## src/rtl/ext_irq_pkg.sv

```systemverilog
package ext_irq_pkg;
  localparam int CTL_W    = 8;
  localparam int EDGE_BIT = 7;
  localparam int GIE_BIT  = 6;

  typedef enum logic {
    EDGE_RISE = 1'b0,
    EDGE_FALL = 1'b1
  } edge_sel_e;
endpackage

```

## src/rtl/ext_irq_sync.sv

```systemverilog
module ext_irq_sync #(
  parameter int STAGES = 2
) (
  input  logic clk,
  input  logic rst,
  input  logic d_i,
  output logic q_o
);
  logic [STAGES-1:0] chain_q;

  always_ff @(posedge clk) begin
    if (rst) chain_q <= '0;
    else     chain_q <= {chain_q[STAGES-2:0], d_i};
  end

  assign q_o = chain_q[STAGES-1];
endmodule

```

## src/rtl/ext_irq_edge_pend.sv

```systemverilog
module ext_irq_edge_pend
  import ext_irq_pkg::*;
(
  input  logic      clk,
  input  logic      rst,
  input  logic      lvl_i,
  input  edge_sel_e sel_i,
  input  logic      ack_i,
  output logic      pend_o,
  output logic      pend_nxt_o
);
  logic prev_q;
  logic pend_q;
  logic hit;

  always_comb begin
    if (sel_i == EDGE_FALL) hit = prev_q & ~lvl_i;
    else                    hit = lvl_i & ~prev_q;
    pend_nxt_o = hit | (pend_q & ~ack_i);
  end

  always_ff @(posedge clk) begin
    if (rst) begin
      prev_q <= 1'b0;
      pend_q <= 1'b0;
    end else begin
      prev_q <= lvl_i;
      pend_q <= pend_nxt_o;
    end
  end

  assign pend_o = pend_q;
endmodule

```

## src/rtl/ext_irq_gie.sv

```systemverilog
module ext_irq_gie (
  input  logic clk,
  input  logic rst,
  input  logic set_a_i,
  input  logic set_b_i,
  input  logic clr_a_i,
  input  logic clr_b_i,
  output logic gie_o,
  output logic gie_nxt_o
);
  logic gie_q;

  always_comb begin
    if (clr_a_i || clr_b_i)      gie_nxt_o = 1'b0;
    else if (set_a_i || set_b_i) gie_nxt_o = 1'b1;
    else                         gie_nxt_o = gie_q;
  end

  always_ff @(posedge clk) begin
    if (rst) gie_q <= 1'b0;
    else     gie_q <= gie_nxt_o;
  end

  assign gie_o = gie_q;
endmodule

```

## src/rtl/ext_irq_edge_ctrl.sv

```systemverilog
module ext_irq_edge_ctrl
  import ext_irq_pkg::*;
#(
  parameter int NUM_PINS    = 2,
  parameter int SYNC_STAGES = 2
) (
  input  logic                clk,
  input  logic                rst,
  input  logic [NUM_PINS-1:0] irq_pin_i,
  input  logic                ctl_wr_i,
  input  logic [CTL_W-1:0]    ctl_wdata_i,
  output logic [CTL_W-1:0]    ctl_rdata_o,
  input  logic                en_stb_i,
  input  logic                ret_stb_i,
  input  logic                dis_stb_i,
  input  logic [NUM_PINS-1:0] ack_i,
  output logic [NUM_PINS-1:0] pend_o,
  output logic                irq_o
);
  edge_sel_e           sel_q;
  logic [NUM_PINS-1:0] lvl;
  logic [NUM_PINS-1:0] pend_nxt;
  logic                gie;
  logic                gie_nxt;
  logic                irq_q;
  logic                unused_wdata;

  // only the edge-select bit is writable; the rest, including the flag bit, is dropped
  assign unused_wdata = ^{ctl_wdata_i[EDGE_BIT-1:0]};

  always_ff @(posedge clk) begin
    if (rst)           sel_q <= EDGE_RISE;
    else if (ctl_wr_i) sel_q <= edge_sel_e'(ctl_wdata_i[EDGE_BIT]);
  end

  for (genvar p = 0; p < NUM_PINS; p++) begin : g_pin
    ext_irq_sync #(.STAGES(SYNC_STAGES)) sync_i (
      .clk (clk),
      .rst (rst),
      .d_i (irq_pin_i[p]),
      .q_o (lvl[p])
    );

    ext_irq_edge_pend pend_i (
      .clk        (clk),
      .rst        (rst),
      .lvl_i      (lvl[p]),
      .sel_i      (sel_q),
      .ack_i      (ack_i[p]),
      .pend_o     (pend_o[p]),
      .pend_nxt_o (pend_nxt[p])
    );
  end

  ext_irq_gie gie_i (
    .clk       (clk),
    .rst       (rst),
    .set_a_i   (en_stb_i),
    .set_b_i   (ret_stb_i),
    .clr_a_i   (dis_stb_i),
    .clr_b_i   (|ack_i),
    .gie_o     (gie),
    .gie_nxt_o (gie_nxt)
  );

  always_ff @(posedge clk) begin
    if (rst) irq_q <= 1'b0;
    else     irq_q <= (|pend_nxt) & gie_nxt;
  end

  assign irq_o = irq_q;

  always_comb begin
    ctl_rdata_o           = '0;
    ctl_rdata_o[EDGE_BIT] = sel_q;
    ctl_rdata_o[GIE_BIT]  = gie;
  end
endmodule

```

## config.mk

```make
export PLATFORM = sky130hd
export DESIGN_NAME = ext_irq_edge_ctrl
export DESIGN_NICKNAME = d
export VERILOG_FILES = /design/src/rtl/ext_irq_pkg.sv /design/src/rtl/ext_irq_sync.sv /design/src/rtl/ext_irq_edge_pend.sv /design/src/rtl/ext_irq_gie.sv /design/src/rtl/ext_irq_edge_ctrl.sv
export SDC_FILE = /design/constraint.sdc
export NUM_CORES = 1
export LEC_CHECK = 0
export BUFFER_PORTS_ARGS = -buffer_cell sky130_fd_sc_hd__clkbuf_2
export CORE_AREA = 2 2 39 41
export DETAILED_ROUTE_END_ITERATION = 10
export DIE_AREA = 0 0 41 43
export GPL_TIMING_DRIVEN = 1
export PLACE_DENSITY = 0.68
export SETUP_SLACK_MARGIN = 0.5
export SLEW_MARGIN = 20
export SYNTH_ARGS = -nofsm -noshare
export SYNTH_HDL_FRONTEND = slang
export SYNTH_SLANG_ARGS = --single-unit
```

## constraint.sdc

```tcl
create_clock -name clk -period 1.1 [get_ports clk]
set_input_delay 0.22 -clock clk [delete_from_list [all_inputs] [get_ports clk]]
set_output_delay 0.22 -clock clk [all_outputs]
set_load 0.005 [all_outputs]
```

## Yosys cells after proc, flatten, opt, wreduce, memory -nomap -nowiden

Index checks and enable logic that the tools add are counted.

- Register bits: 11
- Logic and storage cells: 32

- Muxes and demuxes: 4
- Bitwise operators: 15
- Reduce and logical (&&, ||, !) cells: 4

Operators with widths:

| kind | count |
|---|---|
| 1-bit bitwise AND | 7 |
| 1-bit NOT | 6 |
| 1-bit two-way mux | 4 |
| 2-bit OR reduction | 2 |
| 1-bit logical OR | 2 |
| 1-bit OR | 2 |

## Depth between registers and ports, before layout

Gate-level depths: netlist (run 1).

- Depth after elaboration: 6
- Gate-level depth with buffers: 4
- Mapped depth without buffers: 3

## By module

A second synthesis (run 1) with hierarchy kept.

- Cells, all modules: 44
- Area, all modules: 447.9 um^2

Modules (own cells, without submodules):

| module | times used | cells each | area each (um^2) | seq. area each (um^2) |
|---|---|---|---|---|
| ext_irq_edge_pend | 2 | 8 | 80.1 | 40.0 |
| ext_irq_edge_ctrl | 1 | 16 | 135.1 | 40.0 |
| ext_irq_sync | 2 | 4 | 52.6 | 40.0 |
| ext_irq_gie | 1 | 4 | 47.5 | 20.0 |

## Least setup slack after synthesis (run 1)

No wires, ideal clock.

- Kind: reg-to-reg
- Start: register g_pin[0].sync_i.chain_q[1]
- End: register irq_q (netlist: irq_o)
- Setup time: 126 ps
- Data arrival time: 798 ps
- Required time: 974 ps
- Slack: 177 ps
- Stages on the path, launching flop included: 4
- Cells stage by stage: dfxtp_1 and3b_1 a221oi_2 a21boi_2

- Longest elaborated chain between the ends: 6
- Elaborated cells on any way between the ends: 7

RTL lines:

| what | line | RTL |
|---|---|---|
| start: declaration | ext_irq_sync.sv:9 | `logic [STAGES-1:0] chain_q;` |
| start signal: assignment | ext_irq_sync.sv:13 | `else chain_q <= {chain_q[STAGES-2:0], d_i};` |
| 1-bit NOT | ext_irq_edge_pend.sv:17 | `if (sel_i == EDGE_FALL) hit = prev_q & ~lvl_i;` |
| 1-bit bitwise AND | ext_irq_edge_pend.sv:17 |  |
| 1-bit two-way mux (*) | ext_irq_edge_pend.sv:17 |  |
| 1-bit OR (*) | ext_irq_edge_pend.sv:19 | `pend_nxt_o = hit \| (pend_q & ~ack_i);` |
| 2-bit OR reduction (*) | ext_irq_edge_ctrl.sv:68 | `else irq_q <= (\|pend_nxt) & gie_nxt;` |
| 1-bit bitwise AND (*) | ext_irq_edge_ctrl.sv:68 |  |
| end signal: assignment | ext_irq_edge_ctrl.sv:68 |  |
| end: declaration | ext_irq_edge_ctrl.sv:25 | `logic irq_q;` |

Every way passes the cells marked *; elsewhere a longest branch is shown, timed or not.
A chain may end at the register's enable or synchronous reset.

## Worst setup path in the final report (run 1)

- Start: register sel_q
- End: register irq_q (netlist: irq_o)

- Longest elaborated chain between the ends: 4
- Elaborated cells on any way between the ends: 6

RTL lines:

| what | line | RTL |
|---|---|---|
| start: declaration | ext_irq_edge_ctrl.sv:20 | `edge_sel_e sel_q;` |
| start signal: assignment | ext_irq_edge_ctrl.sv:33 | `else if (ctl_wr_i) sel_q <= edge_sel_e'(ctl_wdata_i[EDGE_BIT]);` |
| 1-bit two-way mux | ext_irq_edge_pend.sv:17 |  |
| 1-bit OR | ext_irq_edge_pend.sv:19 |  |
| 2-bit OR reduction (*) | ext_irq_edge_ctrl.sv:68 |  |
| 1-bit bitwise AND (*) | ext_irq_edge_ctrl.sv:68 |  |

Marked as above.

==> results of run 1 <==
what timing repair did:
item / CTS / global route
endpoints found under the hold margin: 0 / 0
gates resized for setup: 2 / 2
setup endpoints to repair: 10 / 10
pin swaps: 2 / 1
setup buffers: 0 / 0
hold buffers: 0 / 0
cell type report:
| class | instances | area (um^2) | share of cell area |
|---|---|---|---|
| Timing Repair Buffer | 16 | 88.8 | 0.161 |
| Multi-Input combinational cell | 25 | 178 | 0.323 |
| Sequential cell | 11 | 230 | 0.418 |
| Tap cell | 16 | 20.0 | 0.0364 |
| Clock buffer | 4 | 26.3 | 0.0477 |
| Inverter | 2 | 7.51 | 0.0136 |
how the worst max path moves through the flow:
stage / cells past startpoint / start / slack [ns] / to
after floorplan: 3 / g_pin[1].sync_i.chain_q[1] / 0.20 / irq_o
after global placement: 4 / ack_i[1] / 0.15 / irq_o
after detailed placement: 4 / ack_i[1] / 0.10 / irq_o
after CTS: 1 / sel_q / 0.13 / ctl_rdata_o[7]
after global routing: 1 / sel_q / 0.11 / ctl_rdata_o[7]
final: 3 / sel_q / 0.14 / irq_o
per-layer routing:
metal  track usage  up-vias  routed length, um  part of all wire
met3        0.0314        2                 63              0.10
met1        0.0888      134                264              0.42
met2         0.134       13                294              0.47
met5             0        -                  0                 0
met4         0.100        0                  9             0.014
li1              -      154                  -                 -
registers in the layout, summed over array words and instances, names as in the netlist:
register / flops
irq_o: 1
g_pin.sync_i.chain_q: 4
g_pin.pend_i.prev_q: 2
gie_i.gie_o: 1
sel_q: 1
g_pin.pend_i.pend_o: 2
cell usage in the layout (no fill, tap or decap):
| cell | Yosys | final |
|---|---|---|
| and3b_1 | 2 | 2 |
| clkbuf_2 | 0 | 14 |
| inv_1 | 2 | 2 |
| a21boi_2 | 1 | 1 |
| dfxtp_1 | 11 | 5 |
| clkbuf_4 | 0 | 3 |
| clkbuf_1 | 0 | 1 |
| dfxtp_4 | 0 | 1 |
| a221oi_2 | 2 | 2 |
| o31a_2 | 1 | 1 |
| mux2i_1 | 1 | 1 |
| nor4_2 | 1 | 1 |
| dfxtp_2 | 0 | 5 |
| nor2_1 | 5 | 5 |
| buf_6 | 0 | 1 |
| conb_1 | 1 | 6 |
| and2b_1 | 6 | 6 |
| buf_4 | 11 | 1 |
kinds of logic after synthesis:
kind of cell / count (synthesis) / synth area share
AND/OR/NAND/NOR: 14 / 0.200
other: 1 / 0.00799
buffers and inverters: 13 / 0.192
flip-flops: 11 / 0.469
multiplexers: 1 / 0.0213
AO/OA/AOI/OAI: 4 / 0.109
stage by stage:
step | hold slack (ns) | instance area, um^2 | util
global route | 0.166 | 551 | 0.398
floorplan | 0.345 | 509 | -
global placement | 0.413 | 514 | 0.372
CTS | 0.150 | 544 | 0.393
finish | 0.158 | 551 | 0.398
detailed placement | 0.417 | 514 | 0.372
power groups by stage:
stage	clock network (mW)	registers (mW)	logic (mW)
finish	0.262	0.423	0.0686
global route	0.299	0.425	0.0775
CTS	0.277	0.423	0.0688
detailed placement	0	0.433	0.0685
global placement	0	0.433	0.0669
floorplan	0	0.432	0.0661
==> results by group, run 1 <==
Status
  • Status: completed

Synth
  • Share of Yosys cell area claimed by the top area cell type: 0.469
  • Post-synth top cells: buf_4 (11), dfxtp_1 (11), and2b_1 (6)
  • Biggest area consumer among synthesized cells: dfxtp_1
  • Synth Register Bits: 11
  • Syn Area/Cell: between 10 and 15 um^2
  • Post-synthesis sequential area ratio: 0.469
  • Netlist cell types: 12
  • Fraction of registers with async set/reset: 0
  • Post-Syn Area: between 400 and 500 um^2
  • Area contributors post-synth: dfxtp_1 (47%), buf_4 (18%), and2b_1 (9.6%), a221oi_2 (6.4%), nor2_1 (4.0%)
  • EDFF count, synth: 0
  • Gate count of the mapped netlist: 44
  • YS warnings: 0
  • Top FF cell, synth: dfxtp_1

Placement
  • Dpl cells: 70
  • PortBufs: 15
  • Hpwl dp: 513 um
  • DP Worst Slack: between 0.1 and 0.15 ns
  • Placer congestion estimate: roughly 0.66

Hold path
  • Hold-critical path depth: 2
  • WHS Endpoint: g_pin[1].sync_i.chain_q[0]
  • Hold/Removal Path Class: in -> reg
  • Hold Path Origin: irq_pin_i[1]

Setup path
  • R2r endpoint: irq_o
  • CP delay by family, top: flip-flops
  • CP Cell Sequence: and3b_1 -> a221oi_2 -> a21boi_2
  • FF-to-FF Start: sel_q
  • Crit end category: flop
  • Worst-path fanout max: 6
  • Crit path largest cell delay: roughly 0.36 ns
  • Req. time, crit path: approximately 1.2 ns
  • Reg2reg path depth: 3
  • Worst EP arrival: 1.10 ns
  • WP buf/inv: 0
  • Slowest CP cell: dfxtp_4
  • Crit path kind: reg -> reg
  • FF-to-FF setup slack: roughly 0.14 ns
  • Crit start category: flop

Timing
  • Finish-stage setup viols: 0
  • Final Slew Violations: 0
  • Final WS setup: ~0.14 ns
  • Setup total negative slack: 0 ns
  • Final Hold Viols: 0
  • Post-route clock skew: 0.00600 ns
  • Min Tclk post-route: 0.962 ns
  • Max Fclk: 1040 MHz
  • Final Cycle Share: 0.875
  • RSZ-0062 raised after global routing: yes

Floorplanning
  • Die X-Extent: between 40 and 50 um
  • Core area: 0.00138 mm^2
  • Initial Util: 0.339
  • Site row count: 14
  • Die height: between 40 and 50 um
  • I/O pin count: 29
  • Die ar.: roughly 0.0018 mm^2

Detailed routing
  • Drc violations: 0
  • Initial DRC count: 1
  • WL final: 632 um
  • Post-DRT Antenna Nets: 0
  • Drt wl/cell: approximately 8.5 um
  • Pre-antenna DRT Iters: 2
  • Vias per inst: between 4 and 5
  • Routed vias: slightly above 300

Power and ir drop
  • Sw Share: 0.214
  • Leakage: 0.282 nW
  • Peak VDD IR: 0.000564 V
  • Internal: a little under 0.6 mW
  • Tot Pwr: approximately 0.75 mW
  • Pwr/cell area: approximately 1400 mW/mm^2
  • Clock share of power: 0.347
  • Combinational Power Share: 0.091
  • NetSw: about 0.16 mW
  • Reg power frac: 0.562

Clocking
  • Reg clk slew, reported paths: 0.07 ns
  • Clk_lat worst skew: around 0.26 ns
  • Clk buf depth: 2
  • CTS buffer count: 3
  • CTS Root Cell: clkbuf_4
  • CTS H-Tree Depth: 1
  • Clock sink count: 11
  • CTS tree: built

Final layout
  • Final std cells w/o fill: 74
  • # fillers: 141
  • P&R area growth vs syn: 17.3%
  • Ratio of cells with drive above 1 in the final layout: 0.517
  • # diodes: 0
  • # nets final: 77

Global route
  • First-pass GRT wire length: 1020 um
  • Initial antenna violation count: 0
  • Vias in the first global route: about 290
  • Total track usage: 0.0920
  • Largest net degree at the start of global routing: 10
  • Grt ovf: 0

Flow run
  • Max Cap Violations: 0
No activity file was read; power rests on OpenSTA's default activity.
==> inputs of run 2 (changes only) <==
Settings changed: ABC_AREA from default to 1, BUFFER_PORTS_ARGS -buffer_cell sky130_fd_sc_hd__clkbuf_2 to -buffer_cell sky130_fd_sc_hd__buf_2, PLACE_DENSITY 0.68 to 0.71.
==> run 2 against run 1 <==
Against the previous run: fmax increased by 3.5%; combinational power is 29% higher; critical path depth fell by 2; wire length grew 16%; core utilization grew 4.3 points; worst hold slack lost 0.0015 ns; largest power group unchanged; clock skew up 0.00051 ns.
==> results by group, run 2 <==
Status
  • Status: completed (unchanged)

Timing
  • Max Fclk: 1080 MHz (was 1040 MHz)
  • Final Slew Violations: 0 (unchanged)
  • Finish-stage setup viols: 0 (unchanged)
  • Setup total negative slack: 0 ns (unchanged)
  • Post-route clock skew: 0.00651 ns (was 0.00600 ns)
  • Hold Slack: 0.156 ns (was 0.158 ns)
  • Min Tclk post-route: 0.930 ns (was 0.962 ns)
  • RSZ-0062 raised after global routing: yes (unchanged)
  • Final WS setup: 0.170 ns (was 0.138 ns)
  • Final Hold Viols: 0 (unchanged)
  • Final Cycle Share: 0.846 (was 0.875)

Final layout
  • Final std cells w/o fill: 94 (was 74)
  • Commonest non-fill, non-tap cells in the layout: buf_2 (12), inv_1 (11), nor2_1 (11) (was clkbuf_2 (14), and2b_1 (6), conb_1 (6))
  • Final Cell Area: 611 um^2 (was 551 um^2)
  • P&R area growth vs syn: 21.1% (was 17.3%)
  • # diodes: 0 (unchanged)
  • # fillers: 157 (was 141)
  • Finished Core Util: 0.441 (was 0.398)
  • Most common cell after layout, fill and taps aside: buf_2 (was clkbuf_2)
  • Biggest register: g_pin.sync_i.chain_q (unchanged)
  • Ratio of cells with drive above 1 in the final layout: 0.449 (was 0.517)
  • Largest register FFs: 4 (unchanged)
  • # nets final: 97 (was 77)

Floorplanning
  • Initial Util: 0.364 (was 0.339)
  • Core area: 0.00138 mm^2 (unchanged)
  • I/O pin count: 29 (unchanged)
  • Die ar.: 0.00176 mm^2 (unchanged)
  • Die X-Extent: 41 um (unchanged)
  • Die height: 43 um (unchanged)
  • Site row count: 14 (unchanged)

Global route
  • Total track usage: 0.0929 (was 0.0920)
  • Initial antenna violation count: 0 (unchanged)
  • First-pass GRT wire length: 1040 um (was 1020 um)
  • Vias in the first global route: 314 (was 285)
  • Grt ovf: 0 (unchanged)
  • Largest net degree at the start of global routing: 9 (was 10)

Synth
  • Syn Area/Cell: 7.88 um^2 (was 10.7 um^2)
  • Count leader, synth: inv_1
  • Share of Yosys cell area claimed by the top area cell type: 0.437 (was 0.469)
  • Post-Syn Area: 504 um^2 (was 469 um^2)
  • Netlist cell types: 14 (was 12)
  • Gate count of the mapped netlist: 64 (was 44)
  • Post-synthesis sequential area ratio: 0.437 (was 0.469)
  • Post-synth top cells: inv_1 (14), nor2_1 (12), dfxtp_1 (11) (was buf_4 (11), dfxtp_1 (11), and2b_1 (6))
  • Biggest area consumer among synthesized cells: dfxtp_1 (unchanged)
  • Fraction of registers with async set/reset: 0 (unchanged)
  • EDFF count, synth: 0 (unchanged)
  • Area contributors post-synth: dfxtp_1 (44%), buf_4 (15%), inv_1 (10%), nor2_1 (8.9%), nand2_1 (4.5%) (was dfxtp_1 (47%), buf_4 (18%), and2b_1 (9.6%), a221oi_2 (6.4%), nor2_1 (4.0%))
  • Top FF cell, synth: dfxtp_1 (unchanged)
  • YS warnings: 0 (unchanged)
  • Synth Register Bits: 11 (unchanged)

Setup path
  • Reg2reg path depth: 6 (was 3)
  • CP Cell Sequence: buf_6 (was and3b_1 -> a221oi_2 -> a21boi_2)
  • FF-to-FF Start: sel_q (unchanged)
  • CP delay by family, top: flip-flops (unchanged)
  • WP buf/inv: 1 (was 0)
  • Crit end category: output pin (was flop)
  • Slowest CP cell: dfxtp_4 (unchanged)
  • Crit path largest cell delay: 0.35 ns (was 0.36 ns)
  • R2r endpoint: irq_o (unchanged)
  • FF-to-FF setup slack: 0.21 ns (was 0.14 ns)
  • Req. time, crit path: 0.88 ns (was 1.24 ns)
  • Crit path kind: reg -> out (was reg -> reg)
  • Worst EP arrival: 0.71 ns (was 1.10 ns)
  • Worst-path fanout max: 2 (was 6)
  • Crit start category: flop (unchanged)

Power and ir drop
  • Pwr/cell area: 1270 mW/mm^2 (was 1370 mW/mm^2)
  • Peak VDD IR: 0.000758 V (was 0.000564 V)
  • Leakage: 0.331 nW (was 0.282 nW)
  • Tot Pwr: 0.775 mW (was 0.753 mW)

Detailed routing
  • Pre-antenna DRT Iters: 1 (was 2)
  • WL final: 735 um (was 632 um)
  • Routed vias: 380 (was 303)
  • Vias per inst: 4.04 (was 4.09)
  • Drc violations: 0 (unchanged)
  • Initial DRC count: 0 (was 1)
  • Drt wl/cell: 7.82 um (was 8.54 um)
  • Post-DRT Antenna Nets: 0 (unchanged)

Clocking
  • CTS H-Tree Depth: 1 (unchanged)
  • Reg clk slew, reported paths: 0.07 ns (about the same)
  • CTS buffer count: 3 (unchanged)
  • Clock sink count: 11 (unchanged)
  • Clk_lat worst skew: 0.26 ns (about the same)
  • CTS Root Cell: clkbuf_4 (unchanged)
  • CTS tree: built (unchanged)
  • Clk buf depth: 2 (unchanged)
  • Cts-stage hold buffer count: 0 (unchanged)

Hold path
  • Hold Path Origin: irq_pin_i[1] (unchanged)
  • Hold/Removal Path Class: in -> reg (unchanged)
  • Hold-critical path depth: 3 (was 2)
  • WHS Endpoint: g_pin[1].sync_i.chain_q[0] (unchanged)

Placement
  • Hpwl dp: 565 um (was 513 um)
  • PortBufs: 15 (unchanged)
  • Dpl cells: 89 (was 70)
  • DP Worst Slack: 0.304 ns (was 0.102 ns)
  • DP Area: 537 um^2 (was 514 um^2)
  • Placer congestion estimate: 0.665 (was 0.655)

Flow run
  • Max Cap Violations: 0 (unchanged)
[run 2: final cells by class]
type / instances / area (um^2) / share of cell area
clock buffer: 4 / 26.3 / 0.0430
inverter: 15 / 61.3 / 0.100
multi-input combinational: 32 / 174 / 0.285
sequential: 11 / 228 / 0.373
tap: 16 / 20.0 / 0.0328
timing repair buffer: 16 / 101 / 0.166
[run 2: what timing repair did]
action                     4_1_cts  5_1_grt
resized for setup                3        8
pin swaps                        2        0
setup buffers                    1        0
setup endpoints to repair       10       10
[run 2: logic make-up after synthesis]
kind of cell / Yosys count / synth area share
flip-flops: 11 / 0.437
buffers and inverters: 26 / 0.293
other: 1 / 0.00744
AO/OA/AOI/OAI: 1 / 0.00992
AND/OR/NAND/NOR: 25 / 0.253
[run 2: worst max-delay path by stage]
| stage | startpoint | end | slack [ns] | depth (start not counted) |
|---|---|---|---|---|
| after global placement | sel_q | irq_o | 0.32 | 5 |
| final | sel_q | ctl_rdata_o[7] | 0.17 | 1 |
| after global routing | sel_q | ctl_rdata_o[7] | 0.13 | 1 |
| after floorplan | sel_q | irq_o | 0.36 | 5 |
| after CTS | sel_q | ctl_rdata_o[7] | 0.15 | 1 |
| after detailed placement | sel_q | irq_o | 0.30 | 5 |
[run 2: routing by layer]
| metal | global-route usage | vias up | wire length, um |
|---|---|---|---|
| li1 | - | 195 | - |
| met1 | 0.0689 | 171 | 251 |
| met2 | 0.156 | 14 | 422 |
| met3 | 0.0471 | 0 | 60 |
| met4 | 0.0800 | 0 | 0 |
| met5 | 0 | - | 0 |
[run 2: power by group]
group / internal [mW] / leakage [nW] / total (mW) / switching (mW)
combinational: 0.0420 / 0.224 / 0.0886 / 0.0466
sequential: 0.413 / 0.0921 / 0.421 / 0.00786
clock: 0.140 / 0.0150 / 0.266 / 0.126
